$ cat src/rtl/panel_seq_pkg.sv
package panel_seq_pkg;

    typedef enum logic [3:0] {
        ST_OFF,
        ST_SETTLE,
        ST_SER_ON,
        ST_LOCK,
        ST_IMAGE,
        ST_ON,
        ST_BL_OFF,
        ST_DWELL,
        ST_SER_DOWN,
        ST_VID_OFF
    } seq_state_t;

    typedef struct packed {
        logic panel_pwr_en;
        logic ser_pd_n;
        logic video_en;
        logic black_sel;
        logic backlight_en;
        logic busy;
        logic ready;
    } seq_out_t;

    // States in which an abort request must be held until the step ends
    function automatic logic is_rising(seq_state_t s);
        return (s == ST_SETTLE) || (s == ST_SER_ON) ||
               (s == ST_LOCK)   || (s == ST_IMAGE);
    endfunction

endpackage

$ cat src/rtl/seq_event_counter.sv
module seq_event_counter #(
    parameter int W = 4
) (
    input  logic         clk,
    input  logic         rst_n,
    input  logic         clr,
    input  logic         evt,
    input  logic [W-1:0] target,
    output logic         done
);
    logic [W-1:0] cnt_q;

    always_ff @(posedge clk or negedge rst_n) begin
        if (!rst_n) begin
            cnt_q <= '0;
        end else if (clr) begin
            cnt_q <= '0;
        end else if (evt && (cnt_q != {W{1'b1}})) begin
            cnt_q <= cnt_q + 1'b1;
        end
    end

    assign done = (cnt_q >= target);

endmodule

$ cat src/rtl/seq_out_decode.sv
module seq_out_decode
    import panel_seq_pkg::*;
(
    input  seq_state_t st,
    output seq_out_t   o
);
    always_comb begin
        o = '0;
        o.black_sel = 1'b1;
        o.busy      = 1'b1;
        unique case (st)
            ST_OFF: begin
                o.busy = 1'b0;
            end
            ST_SETTLE: begin
                o.panel_pwr_en = 1'b1;
            end
            ST_SER_ON: begin
                o.panel_pwr_en = 1'b1;
                o.ser_pd_n     = 1'b1;
            end
            ST_LOCK: begin
                o.panel_pwr_en = 1'b1;
                o.ser_pd_n     = 1'b1;
                o.video_en     = 1'b1;
            end
            ST_IMAGE: begin
                o.panel_pwr_en = 1'b1;
                o.ser_pd_n     = 1'b1;
                o.video_en     = 1'b1;
                o.black_sel    = 1'b0;
            end
            ST_ON: begin
                o.panel_pwr_en = 1'b1;
                o.ser_pd_n     = 1'b1;
                o.video_en     = 1'b1;
                o.black_sel    = 1'b0;
                o.backlight_en = 1'b1;
                o.busy         = 1'b0;
                o.ready        = 1'b1;
            end
            ST_BL_OFF: begin
                o.panel_pwr_en = 1'b1;
                o.ser_pd_n     = 1'b1;
                o.video_en     = 1'b1;
                o.black_sel    = 1'b0;
            end
            ST_DWELL: begin
                o.panel_pwr_en = 1'b1;
                o.ser_pd_n     = 1'b1;
                o.video_en     = 1'b1;
            end
            ST_SER_DOWN: begin
                o.panel_pwr_en = 1'b1;
                o.video_en     = 1'b1;
            end
            ST_VID_OFF: begin
                o.panel_pwr_en = 1'b1;
            end
            default: begin
                o.busy = 1'b0;
            end
        endcase
    end

endmodule

$ cat src/rtl/panel_pwr_seq.sv
module panel_pwr_seq
    import panel_seq_pkg::*;
#(
    parameter int SETTLE_MS    = 20,
    parameter int LOCK_MS      = 1,
    parameter int BLOFF_MS     = 10,
    parameter int DWELL_FRAMES = 3
) (
    input  logic clk,
    input  logic rst_n,
    input  logic on_req,
    input  logic off_req,
    input  logic ms_tick,
    input  logic frame_start,
    output logic panel_pwr_en,
    output logic ser_pd_n,
    output logic video_en,
    output logic black_sel,
    output logic backlight_en,
    output logic busy,
    output logic ready
);
    localparam int LOCK_TICKS = LOCK_MS + 1;
    localparam int MS_A       = (SETTLE_MS > BLOFF_MS) ? SETTLE_MS : BLOFF_MS;
    localparam int MS_MAX     = (MS_A > LOCK_TICKS) ? MS_A : LOCK_TICKS;
    localparam int MS_W       = $clog2(MS_MAX + 2);
    localparam int FR_W       = $clog2(DWELL_FRAMES + 2);

    seq_state_t state_q, state_n;
    logic       off_pend_q;
    logic       off_any;
    logic       step_clr;
    logic       ms_done, fr_done;
    logic [MS_W-1:0] ms_target;
    seq_out_t   outs;

    assign off_any  = off_req | off_pend_q;
    assign step_clr = (state_n != state_q);

    always_comb begin
        unique case (state_q)
            ST_SETTLE: ms_target = MS_W'(SETTLE_MS);
            ST_LOCK:   ms_target = MS_W'(LOCK_TICKS);
            ST_BL_OFF: ms_target = MS_W'(BLOFF_MS);
            default:   ms_target = '0;
        endcase
    end

    seq_event_counter #(.W(MS_W)) u_ms_cnt (
        .clk    (clk),
        .rst_n  (rst_n),
        .clr    (step_clr),
        .evt    (ms_tick),
        .target (ms_target),
        .done   (ms_done)
    );

    seq_event_counter #(.W(FR_W)) u_frame_cnt (
        .clk    (clk),
        .rst_n  (rst_n),
        .clr    (step_clr),
        .evt    (frame_start),
        .target (FR_W'(DWELL_FRAMES)),
        .done   (fr_done)
    );

    always_comb begin
        state_n = state_q;
        unique case (state_q)
            ST_OFF:      if (on_req) state_n = ST_SETTLE;
            ST_SETTLE:   if (ms_done) state_n = off_any ? ST_OFF : ST_SER_ON;
            ST_SER_ON:   state_n = off_any ? ST_VID_OFF : ST_LOCK;
            ST_LOCK:     if (ms_done) state_n = off_any ? ST_DWELL : ST_IMAGE;
            ST_IMAGE:    state_n = off_any ? ST_DWELL : ST_ON;
            ST_ON:       if (off_req) state_n = ST_BL_OFF;
            ST_BL_OFF:   if (ms_done) state_n = ST_DWELL;
            ST_DWELL:    if (fr_done) state_n = ST_SER_DOWN;
            ST_SER_DOWN: state_n = ST_VID_OFF;
            ST_VID_OFF:  state_n = ST_OFF;
            default:     state_n = ST_OFF;
        endcase
    end

    always_ff @(posedge clk or negedge rst_n) begin
        if (!rst_n) begin
            state_q    <= ST_OFF;
            off_pend_q <= 1'b0;
        end else begin
            state_q    <= state_n;
            off_pend_q <= is_rising(state_q) && is_rising(state_n) &&
                          (off_pend_q || off_req);
        end
    end

    seq_out_decode u_dec (
        .st (state_q),
        .o  (outs)
    );

    assign panel_pwr_en = outs.panel_pwr_en;
    assign ser_pd_n     = outs.ser_pd_n;
    assign video_en     = outs.video_en;
    assign black_sel    = outs.black_sel;
    assign backlight_en = outs.backlight_en;
    assign busy         = outs.busy;
    assign ready        = outs.ready;

endmodule

$ cat config.mk
export PLATFORM = sky130hd
export DESIGN_NAME = panel_pwr_seq
export DESIGN_NICKNAME = d
export VERILOG_FILES = /design/src/rtl/panel_seq_pkg.sv /design/src/rtl/seq_event_counter.sv /design/src/rtl/seq_out_decode.sv /design/src/rtl/panel_pwr_seq.sv
export SDC_FILE = /design/constraint.sdc
export NUM_CORES = 1
export LEC_CHECK = 0
export BUFFER_PORTS_ARGS = -buffer_cell sky130_fd_sc_hd__buf_2
export CAP_MARGIN = 20
export CORE_ASPECT_RATIO = 0.8
export CORE_MARGIN = 2
export CORE_UTILIZATION = 50
export CTS_CLUSTER_SIZE = 40
export DETAILED_ROUTE_END_ITERATION = 10
export GPL_ROUTABILITY_DRIVEN = 0
export PLACE_DENSITY = 0.7
export SLEW_MARGIN = 25
export SYNTH_ARGS = -nofsm -noshare
export SYNTH_HDL_FRONTEND = slang
export SYNTH_SLANG_ARGS = --single-unit
$ cat constraint.sdc
create_clock -name clk -period 5.8 [get_ports clk]
set_clock_uncertainty 0.15 [all_clocks]
set_input_delay 1.16 -clock clk [delete_from_list [all_inputs] [get_ports clk]]
set_output_delay 1.16 -clock clk [all_outputs]
set_load 0.005 [all_outputs]
== Word level (Yosys, flattened, before mapping) ==
Cells that the tools add are included.

* $add $sub $neg: 2
* Equal/unequal tests: 16
* Bitwise gates (word level): 1
* $lt $le $gt $ge: 2
* Multiplexer cells: 22
* Reduce and logical (&&, ||, !) cells: 19

{| class="wikitable"
|+ Operators with widths
! operator !! count
|-
| $pmux W4 S9 || 1
|-
| $mux W4 || 7
|-
| $eq A4 B3 Y1 const B || 5
|-
| $eq A4 B2 Y1 const B || 4
|-
| $pmux W5 S3 || 1
|-
| $reduce_or A6 Y1 || 2
|-
| $mux W5 || 2
|-
| $reduce_or A9 Y1 || 1
|-
| $eq A4 B1 Y1 const B || 2
|-
| $eq A4 B4 Y1 const B || 2
|-
| $reduce_or A8 Y1 || 1
|-
| $logic_or A1 B1 Y1 || 7
|-
| $mux W1 || 6
|-
| $mux W2 || 3
|-
| $mux W3 || 2
|-
| $add A5 B1 Y5 const B || 1
|-
| $ge A5 B5 Y1 || 1
|-
| $ne A5 B5 Y1 const B || 1
|-
| $logic_and A1 B1 Y1 || 4
|-
| $logic_not A4 Y1 || 1
|-
| $ne A4 B4 Y1 || 1
|-
| $reduce_bool A2 Y1 || 2
|-
| $add A3 B1 Y3 const B || 1
|-
| $ge A3 B2 Y1 const B || 1
|-
| other kinds (3) || 3
|}

* Logic and storage cells: 66
* Output and inout port bits: 7
* Register bits: 13
* Bits of input ports: 6

== Depth between registers and ports, before layout ==
Gate-level depths: netlist (run 1).

* Word-level depth: 11
* Mapped depth: 10
* Gate-level depth less buffers: 8

== By module ==
A second synthesis (run 1) with hierarchy kept.

* Cells, all modules: 137
* Area total of the unflattened synthesis: 1162.4 um^2

{| class="wikitable"
|+ By module, submodules not included
! module !! area each (um^2) !! sequential area each (um^2) !! instances !! cells each
|-
| panel_pwr_seq || 454.2 || 125.1 || 1 || 60
|-
| seq_event_counter at u_ms_cnt || 362.8 || 125.1 || 1 || 38
|-
| seq_event_counter at u_frame_cnt || 252.7 || 75.1 || 1 || 25
|-
| seq_out_decode || 92.6 || 0.0 || 1 || 14
|}

== Worst setup path before layout (run 1) ==
OpenSTA, ideal clock, no wires.

* Path type: reg-to-reg
* Start: register state_q[2]
* End: register u_frame_cnt.cnt_q[0]
* Setup time: 144 ps
* Path slack: 3327 ps
* Data arrival time: 2179 ps
* Clock period less this slack: 2473 ps
* Stages on the path, launching flop included: 11
* Required time: 5506 ps
* Path buffers: 2
* Cells stage by stage: dfrtp_1 -> clkbuf_8 -> clkbuf_8 -> nor3b_2 -> nand2b_1 -> ha_1 -> nand3_1 -> a21oi_4 -> o21ai_1 -> a211oi_2 -> nor3_1

* Cells in the longest elaborated chain, start to end: 7
* Elaborated cells on any way between the ends: 21
* Classes of those cells: order compare (1); eq/ne (9); mux (9); reduce/logical (2)

{| class="wikitable"
|+ Ends and longest elaborated chain
! element !! line !! RTL
|-
| start, declared || panel_pwr_seq.sv:29 || <nowiki>seq_state_t state_q, state_n;</nowiki>
|-
| start signal, assigned || panel_pwr_seq.sv:89 || <nowiki>state_q <= state_n;</nowiki>
|-
| $eq A4 B3 Y1, or another cell as far along || panel_pwr_seq.sv:41, panel_pwr_seq.sv:69 ||
|-
| $pmux W5 S3 || panel_pwr_seq.sv:41 || <nowiki>unique case (state_q)</nowiki>
|-
| $ge A5 B5 Y1 || seq_event_counter.sv:23 || <nowiki>assign done = (cnt_q >= target);</nowiki>
|-
| $mux W4, on equally long branches || panel_pwr_seq.sv:76, panel_pwr_seq.sv:71, panel_pwr_seq.sv:73 ||
|-
| $pmux W4 S9 || panel_pwr_seq.sv:69 || <nowiki>unique case (state_q)</nowiki>
|-
| $ne A4 B4 Y1 * || panel_pwr_seq.sv:38 || <nowiki>assign step_clr = (state_n != state_q);</nowiki>
|-
| $mux W3 / $reduce_bool A2 Y1 (equally long branches) || n/a ||
|-
| end signal, assigned || seq_event_counter.sv:19 || <nowiki>cnt_q <= cnt_q + 1'b1;</nowiki>
|-
| end, declared || seq_event_counter.sv:11 || <nowiki>logic [W-1:0] cnt_q;</nowiki>
|}

Mark *: on every way between the ends. The rest lies on a longest branch, timed or not.
A chain may end at the register's enable or synchronous reset.

== Worst setup path in the final report (run 1) ==
* Start: register state_q[2]
* End: output port busy

* Cells in the longest elaborated chain, start to end: 3
* Elaborated cells on any way between the ends: 10
* Classes of those cells: eq/ne (8); mux (1); reduce/logical (1)

{| class="wikitable"
|+ Ends and longest elaborated chain
! element !! line !! RTL
|-
| $eq A4 B1 Y1, or another cell as far along || seq_out_decode.sv:11 || <nowiki>unique case (st)</nowiki>
|-
| $reduce_or A8 Y1 (no source line) * || n/a ||
|-
| $mux W1 * || seq_out_decode.sv:11 ||
|-
| end, declared || panel_pwr_seq.sv:20 || <nowiki>output logic busy,</nowiki>
|}

Marks and branches as above.

==> flow_metrics.tcl, run 1 <==
set metrics [dict create \
    syn_area_mm2 0.00118 \
    grt_pass1_wl_um 3540 \
    status "finished, final reports clean" \
    clkLatencyLatePin_ps 270 \
    slew_viol_final 0 \
    power.total_w 0.000620 \
    avgRoutedWirePerCell_um 13.1 \
    final_cells 163 \
    drt-initial-drc-count 16 \
    hold_depth 2 \
    cts-resized-gates 0 \
    crit_slowest_cell "dfrtp_1" \
    drv_cap 0 \
    dieWidth_um 58.3 \
    syn_to_final_growth_pct 1.49 \
    routed_wl_um 2130 \
    rr_endpoint "u_ms_cnt.cnt_q[0]" \
    relSlewSlack_pct 61.8 \
    yosys_warnings 0 \
    hold_viol 0 \
    layout_common_cells "nor2_1 (14), dfrtp_1 (13), buf_2 (12), nand2_1 (9), ha_1 (9)" \
    dp_cells 159 \
    crit_end "busy" \
    rsz0062_at_grt "no" \
    grt.total_usage_pct 17.3 \
    num_rows 15 \
    cts_tree "built" \
    syn_inst 131 \
    avgSynthCellArea_um2 9.00 \
    grt_max_degree 20 \
    root_buffer "clkbuf_4" \
    tightest_slew_ps 573 \
    synthesis.nets 146 \
    max_freq_mhz 339 \
    crit_arrival_ps 1640 \
    die-area_mm2 0.00276 \
    setup.worst_path.start "state_q[2]" \
    vias 928 \
    drc 0 \
    fin_crit_ps 2950 \
    io_pins 13 \
    reg2reg_from "state_q[1]" \
    powerDensity_mw_per_mm2 518 \
    power_leakage_nw 0.539 \
    ir_drop_v 0.000236 \
    synth.ff_latch_count 13 \
    fin_crit_sh_pct 50.8 \
    first_pass_iters 4 \
    cts_buffers 3 \
    cts.hold.buffers_added 0 \
    setup.worst_path.class "reg2out" \
    hold_path_class "reg2reg" \
    ys_types 39 \
    max_stage_delay_ps 690 \
    ant_nets 0 \
    cts_buffer_depth 2 \
    critPathCaptureType "primary output" \
    port_buffers 12 \
    overflow 0 \
    nets 154 \
    antenna_cells 0 \
    timing.setup.tns_ps 0 \
    clk_pin_slew_worst_paths_ps 70 \
    rrSetupSlack_ps 2990 \
    drive_above_1_share_pct 18.1 \
    start_util_pct 53.7 \
    crit_required_ps 4490 \
    layout_commonest_cell "nor2_1" \
    cts_sinks 13 \
    cts_setup_buffers 0 \
    hpwl_um 1670 \
    path_cells "nor2b_1, nor2_1, o22ai_1, buf_2" \
    antenna_found_initial 0 \
    whs_ps 468 \
    coreArea_mm2 0.00220 \
    reg2reg_depth 8 \
    viasPerCell 5.69 \
    crit_fanout 19 \
    htreeDepth 1 \
    n_fill_cell 201 \
    setup_viol 0 \
    cp-start-kind "flip-flop" \
    grt_pass1_vias 778 \
    die_h_um 47.4 \
    ys_seq_area_share_pct 27.6 \
]
==> report_power, final <==
part	leakage, nW	internal, W	switching, W
registers	0.173	0.000119	0.0000699
clock network	0.0150	0.0000266	0.0000267
logic	0.351	0.000169	0.000209
total	0.539	0.000315	0.000305
==> synth_stat cells, drive strengths merged <==
cell | number | area (um^2)
a221o | 1 | 10.0
xnor2 | 2 | 17.5
or3 | 1 | 7.51
a21oi | 8 | 51.3
inv | 5 | 18.8
a221oi | 1 | 8.76
a2111oi | 2 | 30.0
clkbuf | 5 | 58.8
nand4 | 1 | 6.26
ha | 9 | 113
a311oi | 1 | 8.76
o22ai | 4 | 25.0
or2 | 3 | 18.8
and3 | 1 | 6.26
dfrtp | 13 | 325
nand4b | 1 | 15.0
o221ai | 1 | 8.76
nand2b | 7 | 43.8
nor2b | 6 | 37.5
nand2 | 9 | 33.8
nor3 | 8 | 40.0
o21a | 1 | 7.51
nand3 | 3 | 15.0
nor3b | 1 | 12.5
o21bai | 2 | 15.0
o311a | 1 | 10.0
mux2i | 4 | 40.0
nor2 | 14 | 52.6
o21ai | 6 | 30.0
buf | 4 | 41.3
xor2 | 2 | 17.5
a211oi | 3 | 45.0
o31ai | 1 | 7.51
==> critical path: cells and delay by family (launching register included) <==
family	cells	cell delay, ps
buf+inv	1	140
flops	1	690
compound gates	1	130
simple gates	2	400
==> metal layers <==
metal	wire length (um)	vias to the layer above	GRT usage, %
met1	1130	424	24.6
li1	-	485	-
met3	86	0	4.05
met2	915	19	26.3
met5	0	-	0
met4	0	0	5.58
==> cell type report <==
class,count,area (um^2),share of cell area [%]
Multi-Input combinational cell,104,734,61.4
Sequential cell,13,325,27.2
Timing Repair Buffer,12,60.1,5.02
Tap cell,25,31.3,2.62
Clock buffer,4,26.3,2.20
Inverter,5,18.8,1.57
==> logic make-up after synthesis <==
group | after synthesis | synth area share [%]
adder cells (fa/ha/maj) | 9 | 9.55
AO/OA/AOI/OAI | 32 | 21.9
XOR/XNOR | 4 | 2.97
AND/OR/NAND/NOR | 55 | 24.5
buffers and inverters | 14 | 10.1
flip-flops | 13 | 27.6
multiplexers | 4 | 3.40
==> how the worst min path moves through the flow <==
stage,start,to,slack (ps)
3_3_place_gp,u_ms_cnt.cnt_q[0],u_ms_cnt.cnt_q[0],460
2_1_floorplan,u_ms_cnt.cnt_q[0],u_ms_cnt.cnt_q[0],410
3_5_place_dp,u_ms_cnt.cnt_q[0],u_ms_cnt.cnt_q[0],460
6_report,u_ms_cnt.cnt_q[0],u_ms_cnt.cnt_q[0],470
4_1_cts,u_ms_cnt.cnt_q[0],u_ms_cnt.cnt_q[0],480
5_1_grt,u_ms_cnt.cnt_q[0],u_ms_cnt.cnt_q[0],510
==> through the flow <==
| step | worst slack (ps) | util [%] | instance area (um^2) |
|---|---|---|---|
| final | 2850 | 54.5 | 1200 |
| after global routing | 2700 | 54.5 | 1200 |
| after CTS | 2870 | 54.5 | 1200 |
| after detailed placement | 2970 | 53.3 | 1170 |
| after global placement | 3000 | 53.3 | 1170 |
| after floorplan | 3330 | - | 1180 |
==> sequential cells by signal (all words and copies together) (netlist names) <==
register / cells
off_pend_q: 1
u_ms_cnt.cnt_q: 5
u_frame_cnt.cnt_q: 3
state_q: 4
No activity file was read; power rests on OpenSTA's default activity.
==> inputs of run 2 (changes only) <==
PLACE_DENSITY = 0.72   (was 0.7)
clock period = 2.6 ns   (was 5.8 ns; I/O delays follow)
==> run 2 against run 1 <==
Design area increased by 6.1%. Sequential cell count unchanged. Cell count increased by 4.9%. Setup slack got worse by 2700 ps. Sequential power increased by 86%. Wire length increased by 17%. Global-route usage increased by 1.5 points. Non-clock buffer count increased by 8. Hold slack got worse by 10 ps. Combinational power increased to 2.8 times the previous value. Die area unchanged. Critical path depth increased by 4.
==> flow_metrics.tcl, run 2 (synthesis gave the netlist of run 1 again) <==
set metrics [dict create \
    tightest_slew_ps 418 \
    dieWidth_um 58.3 \
    viasPerCell 5.92 \
    combPwrFrac_pct 68.7 \
    die_h_um 47.4 \
    nets 162 \
    port_buffers 12 \
    vias 1012 \
    power_leakage_nw 0.579 \
    antenna_cells 0 \
    drt-initial-drc-count 29 \
    critPathTopFamily "compound AO/OA/AOI/OAI gates" \
    crit_buf_inv 0 \
    largest_register_ff_count 5 \
    relSlewSlack_pct 72.1 \
    drv_cap 0 \
    io_pins 13 \
    finalInstanceArea_mm2 0.00127 \
    crit_fanout 7 \
    powerDensity_mw_per_mm2 1210 \
    cts_buffer_depth 2 \
    p_int_w 0.000778 \
    power_frac_seq_pct 22.9 \
    drive_above_1_share_pct 24.0 \
    ir_drop_v 0.000648 \
    crit_slowest_cell "dfrtp_2" \
    layout_common_cells "nor2_1 (14), buf_2 (12), dfrtp_1 (12), ha_1 (9)" \
    grt_max_degree 15 \
    syn_to_final_growth_pct 7.64 \
    final_cells 171 \
    num_rows 15 \
    grt.total_usage_pct 18.7 \
    clk_pin_slew_worst_paths_ps 80 \
    placed_cell_area_mm2 0.00121 \
    regMostFlops "u_ms_cnt.cnt_q" \
    first_pass_iters 4 \
    slew_viol_final 0 \
    routed_wl_um 2480 \
    fin_crit_ps 2480 \
    crit_required_ps 2650 \
    crit_arrival_ps 2530 \
    setup.worst_path.class "reg2reg" \
    cts_sinks 13 \
    root_buffer "clkbuf_4" \
    switchingPower_w 0.000751 \
    coreArea_mm2 0.00220 \
    critPathCaptureType "flip-flop" \
    hold_viol 0 \
    status "finished, final reports clean" \
    hold_path_class "reg2reg" \
    ant_nets 0 \
    htreeDepth 1 \
    grt_pass1_wl_um 3880 \
    layout_commonest_cell "nor2_1" \
    max_stage_delay_ps 470 \
    setup_viol 0 \
    grt_pass1_vias 848 \
    cts_tree "built" \
    antenna_found_initial 0 \
    fin_crit_sh_pct 95.2 \
    max_freq_mhz 404 \
    cts_buffers 3 \
    drc 0 \
    dp_cells 165 \
    reg_top3 "u_ms_cnt.cnt_q (5), state_q (4), u_frame_cnt.cnt_q (3)" \
    cp-start-kind "flip-flop" \
    start_util_pct 53.7 \
    switching_share_pct 49.1 \
    overflow 0 \
    path_cells "nor3b_2, nand2b_1, ha_1, a21oi_1, nand2_2, or2_1, o311a_1, a211oi_2" \
    die-area_mm2 0.00276 \
    clkPwrFrac_pct 8.3 \
    clkLatencyLatePin_ps 280 \
    hpwl_um 1850 \
    avgRoutedWirePerCell_um 14.5 \
]
-- run 2: cell types whose count changed in the layout (fill, tap and decap cells not counted), sizes merged --
cell	change
buf	+7
dlygate4sd3	+1
-- run 2: layer usage --
layer	track usage [%]	up-vias	wire (um)	part of all wire, %
met5	0	-	0	0
met4	4.19	0	21	0.85
li1	-	502	-	-
met1	26.4	482	1200	48
met3	2.43	4	87	3.5
met2	31.5	24	1180	47
-- run 2: what timing repair did --
action,CTS,global route
hold buffers,1,0
gates resized for setup,0,3
buffers inserted,0,1
endpoints found under the setup margin,0,8
hold endpoints to repair,13,0
-- run 2: worst paths after layout --
kind | depth (start not counted) | from | to | slack [ps]
setup / recovery | 8 | state_q[3] | off_pend_q | 120
hold / removal | 2 | u_ms_cnt.cnt_q[0] | u_ms_cnt.cnt_q[0] | 460
setup reg to reg | 8 | state_q[3] | off_pend_q | 120
hold reg to reg | 2 | u_ms_cnt.cnt_q[0] | u_ms_cnt.cnt_q[0] | 460
max in group asynchronous | 2 | rst_n | state_q[3] | 1560
min in group asynchronous | 2 | rst_n | u_ms_cnt.cnt_q[3] | 500
-- run 2: power by group through the flow --
| stage | Combinational, W | Sequential, W | Clock (W) |
|---|---|---|---|
| final | 0.00105 | 0.000351 | 0.000128 |
| after global routing | 0.00116 | 0.000362 | 0.000138 |
| after CTS | 0.00101 | 0.000349 | 0.000130 |
| after detailed placement | 0.00100 | 0.000353 | 0 |
| after global placement | 0.000971 | 0.000350 | 0 |
| after floorplan | 0.000833 | 0.000324 | 0 |
-- run 2: area by class of cell --
cell class / count / area [um^2]
Timing Repair Buffer: 20 / 123
Clock buffer: 4 / 26.3
Inverter: 5 / 18.8
Multi-Input combinational cell: 104 / 743
Tap cell: 25 / 31.3
Sequential cell: 13 / 327
Fill cell: 187 / 927
-- run 2: worst register-to-register path, cell delays in order, from the launching register on --
cell and delay [ps]:
dfrtp_2 470, nor3b_2 230, nand2b_1 110, ha_1 320
a21oi_1 190, nand2_2 120, or2_1 260, o311a_1 340
a211oi_2 220
-- run 2: through the flow --
stage | util (%) | hold slack [ps] | TNS, ps | total power, W | setup WS, ps
final | 57.8 | 457 | 0 | 0.00153 | 124
after CTS | 57.0 | 456 | 0 | 0.00149 | 84.1
after global routing | 57.8 | 502 | -6.55 | 0.00166 | -6.55
after global placement | 55.3 | 268 | 0 | 0.00132 | 232
after detailed placement | 55.3 | 274 | 0 | 0.00136 | 99.1
after floorplan | - | 74.4 | 0 | 0.00116 | 127
